$ cat src/rtl/nand_cmd_seq.sv
module nand_cmd_seq #(
  parameter int SETUP_CYC  = 2,
  parameter int PULSE_CYC  = 2,
  parameter int SETTLE_CYC = 5000,
  parameter int SELECT_CYC = 1250
) (
  input  logic        clk,
  input  logic        rst_n,
  input  logic        req_valid,
  input  logic [1:0]  req_kind,
  input  logic [7:0]  req_cmd,
  input  logic        req_col_vld,
  input  logic [9:0]  req_col,
  input  logic        req_page_vld,
  input  logic [23:0] req_page,
  input  logic        req_large,
  input  logic [1:0]  req_size_hi,
  output logic        busy,
  output logic        done,
  output logic        nand_ce_n,
  output logic        nand_cle,
  output logic        nand_ale,
  output logic        nand_we_n,
  output logic [7:0]  nand_dq_out,
  output logic        nand_dq_oe
);
  localparam int BYTE_CYC = SETUP_CYC + PULSE_CYC + 1;
  localparam int PW       = $clog2(BYTE_CYC + 1);
  localparam int WMAX     = (SETTLE_CYC > SELECT_CYC) ? SETTLE_CYC : SELECT_CYC;
  localparam int WW       = $clog2(WMAX + 1);

  localparam logic [7:0] OP_READ0 = 8'h00;
  localparam logic [7:0] OP_READ1 = 8'h01;
  localparam logic [7:0] OP_OOB   = 8'h50;
  localparam logic [7:0] OP_SEQIN = 8'h80;
  localparam logic [7:0] OP_RESET = 8'hFF;

  localparam logic [1:0] K_CMD = 2'd0;
  localparam logic [1:0] K_SEL = 2'd1;
  localparam logic [1:0] K_DES = 2'd2;

  localparam logic [1:0] ST_IDLE = 2'd0;
  localparam logic [1:0] ST_BYTE = 2'd1;
  localparam logic [1:0] ST_WAIT = 2'd2;

  logic [1:0]    state;
  logic [PW-1:0] ph;
  logic [2:0]    idx;
  logic [1:0]    n_cmd;
  logic [2:0]    n_addr;
  logic [7:0]    cmdq  [3];
  logic [7:0]    addrq [4];
  logic [WW-1:0] wcnt, wlim;
  logic          ce_n_q, done_q;

  logic [7:0] b_c [3];
  logic [7:0] b_a [4];
  logic [1:0] b_nc;
  logic [2:0] b_na;
  logic [9:0] col_eff;

  always_comb begin
    b_c[0]  = req_cmd;
    b_c[1]  = 8'h00;
    b_c[2]  = 8'h00;
    b_nc    = 2'd1;
    col_eff = req_col;
    for (int i = 0; i < 4; i++) b_a[i] = 8'h00;
    b_na    = 3'd0;
    if (req_kind == K_SEL) begin
      b_c[0] = OP_RESET;
    end else if (req_cmd == OP_SEQIN) begin
      b_nc = 2'd2;
      if (req_col_vld && req_col >= 10'd256) begin
        if (!req_large) begin
          b_c[0]  = OP_RESET;
          b_c[1]  = OP_OOB;
          b_c[2]  = OP_SEQIN;
          b_nc    = 2'd3;
          col_eff = req_col - 10'd256;
        end else if (req_col >= 10'd512) begin
          b_c[0]  = OP_OOB;
          b_c[1]  = OP_SEQIN;
          col_eff = req_col - 10'd512;
        end else begin
          b_c[0]  = OP_READ1;
          b_c[1]  = OP_SEQIN;
          col_eff = req_col - 10'd256;
        end
      end else begin
        b_c[0] = OP_READ0;
        b_c[1] = OP_SEQIN;
      end
    end
    if (req_kind == K_CMD) begin
      if (req_col_vld) begin
        b_a[b_na[1:0]] = col_eff[7:0];
        b_na = b_na + 3'd1;
      end
      if (req_page_vld) begin
        b_a[b_na[1:0]] = req_page[7:0];
        b_na = b_na + 3'd1;
        b_a[b_na[1:0]] = req_page[15:8];
        b_na = b_na + 3'd1;
        if (|req_size_hi) begin
          b_a[b_na[1:0]] = req_page[23:16];
          b_na = b_na + 3'd1;
        end
      end
    end
  end

  wire       accept   = req_valid && state == ST_IDLE;
  wire [2:0] n_total  = {1'b0, n_cmd} + n_addr;
  wire       cur_cmd  = idx < {1'b0, n_cmd};
  wire [2:0] aidx     = idx - {1'b0, n_cmd};
  wire [7:0] cur_byte = cur_cmd ? cmdq[idx[1:0]] : addrq[aidx[1:0]];
  wire       ph_end   = ph == PW'(BYTE_CYC - 1);
  wire       last     = idx == n_total - 3'd1;
  wire       in_byte  = state == ST_BYTE;

  assign busy        = state != ST_IDLE;
  assign done        = done_q;
  assign nand_ce_n   = ce_n_q;
  assign nand_cle    = in_byte && cur_cmd;
  assign nand_ale    = in_byte && !cur_cmd;
  assign nand_we_n   = !(in_byte && ph >= PW'(SETUP_CYC) && ph < PW'(SETUP_CYC + PULSE_CYC));
  assign nand_dq_oe  = in_byte;
  assign nand_dq_out = in_byte ? cur_byte : 8'h00;

  always_ff @(posedge clk) begin
    if (!rst_n) begin
      state  <= ST_IDLE;
      ph     <= '0;
      idx    <= '0;
      n_cmd  <= '0;
      n_addr <= '0;
      wcnt   <= '0;
      wlim   <= '0;
      ce_n_q <= 1'b1;
      done_q <= 1'b0;
      for (int i = 0; i < 3; i++) cmdq[i] <= 8'h00;
      for (int i = 0; i < 4; i++) addrq[i] <= 8'h00;
    end else begin
      done_q <= 1'b0;
      case (state)
        ST_IDLE: begin
          if (accept && req_kind == K_DES) begin
            ce_n_q <= 1'b1;
            done_q <= 1'b1;
          end else if (accept && (req_kind == K_CMD || req_kind == K_SEL)) begin
            for (int i = 0; i < 3; i++) cmdq[i] <= b_c[i];
            for (int i = 0; i < 4; i++) addrq[i] <= b_a[i];
            n_cmd  <= b_nc;
            n_addr <= b_na;
            idx    <= '0;
            ph     <= '0;
            wlim   <= (req_kind == K_SEL) ? WW'(SELECT_CYC) : WW'(SETTLE_CYC);
            if (req_kind == K_SEL) ce_n_q <= 1'b0;
            state  <= ST_BYTE;
          end
        end
        ST_BYTE: begin
          if (ph_end) begin
            ph <= '0;
            if (last) begin
              state <= ST_WAIT;
              wcnt  <= '0;
            end else begin
              idx <= idx + 3'd1;
            end
          end else begin
            ph <= ph + PW'(1);
          end
        end
        ST_WAIT: begin
          if (wcnt == wlim - WW'(1)) begin
            state  <= ST_IDLE;
            done_q <= 1'b1;
          end else begin
            wcnt <= wcnt + WW'(1);
          end
        end
        default: state <= ST_IDLE;
      endcase
    end
  end

  AST_LATCH_EXCL: assert property (@(posedge clk) disable iff (!rst_n)
    !(nand_cle && nand_ale));
  AST_STROBE_DATA_HELD: assert property (@(posedge clk) disable iff (!rst_n)
    (!nand_we_n && $past(!nand_we_n)) |-> $stable(nand_dq_out));
  AST_RISE_HOLD: assert property (@(posedge clk) disable iff (!rst_n)
    $rose(nand_we_n) |-> nand_dq_oe && $stable(nand_dq_out) && $stable(nand_cle));
  AST_IDLE_QUIET: assert property (@(posedge clk) disable iff (!rst_n)
    !busy |-> nand_we_n && !nand_cle && !nand_ale && !nand_dq_oe);
  AST_DONE_NOT_BUSY: assert property (@(posedge clk) disable iff (!rst_n)
    done |-> !busy);
  AST_SELECT_CE: assert property (@(posedge clk) disable iff (!rst_n)
    (req_valid && !busy && req_kind == K_SEL) |=> !nand_ce_n && busy);
  AST_DESELECT_CE: assert property (@(posedge clk) disable iff (!rst_n)
    (req_valid && !busy && req_kind == K_DES) |=> nand_ce_n && done);
  AST_BUSY_CE_HELD: assert property (@(posedge clk) disable iff (!rst_n)
    (busy && $past(busy)) |-> $stable(nand_ce_n));
endmodule

$ cat config.mk
export PLATFORM = sky130hd
export DESIGN_NAME = nand_cmd_seq
export DESIGN_NICKNAME = d
export VERILOG_FILES = /design/src/rtl/nand_cmd_seq.sv
export SDC_FILE = /design/constraint.sdc
export NUM_CORES = 1
export LEC_CHECK = 0
export ABC_AREA = 1
export CORE_ASPECT_RATIO = 1.4
export CORE_MARGIN = 2
export CORE_UTILIZATION = 35
export CTS_CLUSTER_DIAMETER = 40
export DETAILED_ROUTE_END_ITERATION = 8
export GPL_TIMING_DRIVEN = 0
export PLACE_DENSITY_LB_ADDON = 0.08
export SYNTH_ARGS = -nofsm -noshare
export SYNTH_HDL_FRONTEND = slang
export SYNTH_SLANG_ARGS = --single-unit
$ cat constraint.sdc
create_clock -name clk -period 2.58 [get_ports clk]
set_input_delay 0.387 -clock clk [delete_from_list [all_inputs] [get_ports clk]]
set_output_delay 0.387 -clock clk [all_outputs]
set_load 0.01 [all_outputs]
==> key figures <==
Timing
  • Hold Slack: between 400 and 500 ps
  • Number of setup violations in the final report: 0
  • Final period util: 0.975
  • Layout Skew: approximately 5.5 ps
  • Final hold violation count: 0
  • Pins Over Slew Limit: 0
  • Final worst-path setup slack: approximately 64 ps
  • Max-slew headroom at the worst pin: 0.573
  • Time the worst path needs with I/O delays and setup: approximately 2500 ps
  • Setup TNS: 0 ps
  • Worst slew pin tran: between 600 and 700 ps
  • Maximum frequency from static timing analysis: between 300 and 400 MHz
  • Setup repair after global routing missed its margin: true

Clock tree
  • Num CTS Buffers: 9
  • TritonCTS clock tree: yes
  • Clock edge transition at the registers on the reported setup and hold paths: ~60 ps
  • Number of buffers on the longest clock path: 2
  • Root Buffer: sky130_fd_sc_hd__clkbuf_16
  • CTS Sinks: 76
  • Number of levels in the clock H-tree: 3
  • Skew-Pair Late Insertion Delay: 340 ps

Setup path
  • Reg-to-Reg End: wcnt[9]
  • Worst endpoint data arrival time: between 2000 and 2500 ps
  • Delay of the slowest critical-path stage: 340 ps
  • Critical path buffer and inverter count: 5
  • Startpoint of the worst register-to-register path: n_cmd[1]
  • R2R setup slack: 450 ps
  • Stages on worst setup path: 9
  • Top delay family on crit path: buffers and inverters
  • Critical Path Slowest Stage Cell: sky130_fd_sc_hd__dfxtp_2
  • Worst Setup Path Type: reg2out
  • Most frequent cell on the critical path: sky130_fd_sc_hd__buf_12
  • Worst Setup End Kind: output pin
  • Startpoint kind of the worst setup timing path: register
  • Worst Reg2Reg Path Length in Cells: 13
  • Crit Path Max Fanout: 6
  • Crit path cell chain: inv_2 > ha_4 > buf_6 > buf_12 > buf_12 > mux2i_4 > nand2_1 > a32o_1 > clkdlybuf4s15_1
  • Critical Path Start: idx[0]
  • Worst Path Required: about 2200 ps

Power
  • Power Density: ~650 nW/µm²
  • Leakage Power: 0.00238 µW
  • VDD IR-drop max: roughly 0.00035 V

Cells and area
  • Diodes inserted: 0
  • Footprint of the multi-input gates: 2160 µm²
  • Storage element area: about 2000 µm²
  • Share of layout cells above drive strength 1: 0.143
  • Post-layout nets: 670
  • Number of non-filler instances in the completed layout: 760
  • Filler instances: roughly 1,200
  • Relative area change from synthesis to final layout: 33.3%

Place
  • Placed Cells: about 730
  • Setup slack after placement: -546 ps
  • Post-detailed-placement half-perimeter wirelength: ~9000 µm
  • Port Buffers: 65
  • Routability congestion estimate: slightly above 0.9

Global routing
  • GRT Residual Overflow: 0
  • Vias in the first global route: 3,877
  • Pin count of the biggest net entering global routing: 26
  • Global-route wire length before repair: 19,300 µm
  • Initial antenna violation count: 0
  • Overall Global Routing Usage: 0.189

Yosys
  • Net count after synthesis: ~580
  • Synthesized cell area: 4340 µm²
  • Count of mapped cells out of synthesis: between 500 and 600
  • Post-synthesis sequential area ratio: 0.450
  • Avg Inst Size Synth: roughly 8.4 µm²
  • Distinct cell type count of the synthesized netlist: 37
  • Post-synthesis register bit count: 76
  • Primary FF master, synth: sky130_fd_sc_hd__edfxtp_1
  • Synthesis warning total: 0
  • Share of flip-flops with an asynchronous set or reset after synthesis: 0
  • Post-synth EDFFs: 43

Floorplanning
  • X dimension of the die: just under 100 µm
  • Core footprint: roughly 12,000 µm²
  • FP Rows: 48
  • Initial Util: 0.356
  • Y dimension of the die: about 140 µm
  • Die outline area: around 13,000 µm²
  • I/O pins: 67

Run status
  • Status: finished clean

Routing
  • Number of nets with antenna violations after routing: 0
  • Residual DRC count: 0
  • Highest Signal Layer: met4
  • DR WL/cell: 15.9 µm
  • DRC marker count from the first detailed-route iteration: 120
  • Vias after detailed routing: roughly 3,700
  • Final wirelength: between 10,000 and 15,000 µm
  • Length of routed wiring on met1: slightly below 5000 µm
  • First drt pass iteration count: 4
  • Sum of met2 wire segment lengths after detailed routing: between 6000 and 7000 µm
  • Via count normalized by instance count: between 4 and 5
  • Routed wire length on met3: between 400 and 500 µm

Job
  • Max_cap viols: 0

Min path
  • Number of cells traversed by the worst hold path: 3
  • End point of the most critical hold path: wcnt[1]
  • Hold Path Class: in2reg
  • Hold_sp: rst_n
worst min-delay path: cells and delay by family:
kind	cells	cell delay (ps)
AND/OR/NAND/NOR	2	160
buffers and inverters	1	230
sequential cells by signal, summed over array words and instances, names as in the netlist, named ones only:
signal	count
addrq	32
wcnt	13
cmdq	11
idx	3
n_addr	3
ph	3
wlim	3
n_cmd	2
state	2
done	1
nand_ce_n	1
timing repair:
action / CTS / global route
cloned: 1 / 0
resized for setup: 47 / 17
pin swaps: 4 / 1
buffers inserted: 10 / 0
endpoints found under the setup margin: 9 / 9
hold buffers: 0 / 0
worst max path at each step:
stage	end	slack (ps)
after global placement	addrq[0][6]	-560
final	nand_dq_out[1]	60
after CTS	nand_dq_out[4]	-50
after detailed placement	nand_dq_out[4]	-550
after floorplan	addrq[0][0]	420
after global routing	nand_dq_out[1]	-8
report_power, final:
part | switching, µW | internal, µW
Sequential | 61.2 | 1380
Clock | 505 | 744
Combinational | 571 | 523
final cells by class:
class / instances / share of cell area
Buffer: 15 / 0.0225
Clock buffer: 9 / 0.0390
Clock inverter: 7 / 0.0115
Inverter: 73 / 0.0474
Multi-Input combinational cell: 353 / 0.373
Sequential cell: 76 / 0.338
Tap cell: 150 / 0.0325
Timing Repair Buffer: 77 / 0.136
layer usage:
metal / global-route usage / vias up
met4: 0.0880 / 0
met5: 0 / -
li1: - / 1915
met1: 0.213 / 1733
met2: 0.342 / 79
met3: 0.0346 / 18
cell usage in the layout, fill, tap and decap left out, types with 16 or more instances in the layout:
cell / netlist / routed
sky130_fd_sc_hd__nor2_1: 59 / 57
sky130_fd_sc_hd__o21ai_0: 23 / 21
sky130_fd_sc_hd__inv_1: 68 / 66
sky130_fd_sc_hd__o22ai_1: 16 / 16
sky130_fd_sc_hd__nand2_1: 94 / 93
sky130_fd_sc_hd__edfxtp_1: 43 / 43
sky130_fd_sc_hd__a21oi_1: 30 / 30
sky130_fd_sc_hd__dfxtp_1: 33 / 30
sky130_fd_sc_hd__clkdlybuf4s50_1: 0 / 55
sky130_fd_sc_hd__nand3_1: 40 / 40
cells by family (layout without fill, tap and decap cells):
kind of cell / count (synthesis) / in the layout / share of synthesized area
flops: 76 / 76 / 0.450
xor+xnor: 17 / 17 / 0.0343
simple gates: 217 / 217 / 0.226
mux: 18 / 18 / 0.0424
buf+inv: 88 / 181 / 0.0883
fa+ha+maj: 13 / 13 / 0.0375
compound gates: 88 / 88 / 0.121
synth_stat cells, types with 3 or more instances:
| master | instances | area (µm²) |
|---|---|---|
| sky130_fd_sc_hd__nand2_1 | 94 | 353 |
| sky130_fd_sc_hd__inv_1 | 68 | 255 |
| sky130_fd_sc_hd__nor2_1 | 59 | 221 |
| sky130_fd_sc_hd__edfxtp_1 | 43 | 1290 |
| sky130_fd_sc_hd__nand3_1 | 40 | 200 |
| sky130_fd_sc_hd__dfxtp_1 | 33 | 661 |
| sky130_fd_sc_hd__a21oi_1 | 30 | 150 |
| sky130_fd_sc_hd__o21ai_0 | 23 | 115 |
| sky130_fd_sc_hd__o22ai_1 | 16 | 100 |
| sky130_fd_sc_hd__mux2i_1 | 15 | 150 |
| sky130_fd_sc_hd__ha_1 | 13 | 163 |
| sky130_fd_sc_hd__xor2_1 | 11 | 96.3 |
| sky130_fd_sc_hd__a32o_1 | 6 | 60.1 |
| sky130_fd_sc_hd__buf_6 | 6 | 67.6 |
| sky130_fd_sc_hd__xnor2_1 | 6 | 52.6 |
| sky130_fd_sc_hd__clkbuf_1 | 5 | 18.8 |
| sky130_fd_sc_hd__nor3_1 | 5 | 25.0 |
| sky130_fd_sc_hd__inv_2 | 4 | 15.0 |
| sky130_fd_sc_hd__o21ai_1 | 4 | 20.0 |
| sky130_fd_sc_hd__buf_2 | 3 | 15.0 |
| sky130_fd_sc_hd__mux2_2 | 3 | 33.8 |
| sky130_fd_sc_hd__nand2_4 | 3 | 33.8 |
| sky130_fd_sc_hd__nand4_1 | 3 | 18.8 |
| sky130_fd_sc_hd__nor2_2 | 3 | 18.8 |
| sky130_fd_sc_hd__o22ai_2 | 3 | 37.5 |
through the flow:
stage	power, µW	util	instance area (µm²)
floorplan	1970	-	4340
global placement	2310	0.424	5170
detailed placement	2320	0.427	5200
CTS	3820	0.474	5780
global route	3980	0.474	5780
finish	3780	0.474	5780
Power figures use the tool's default switching activity.
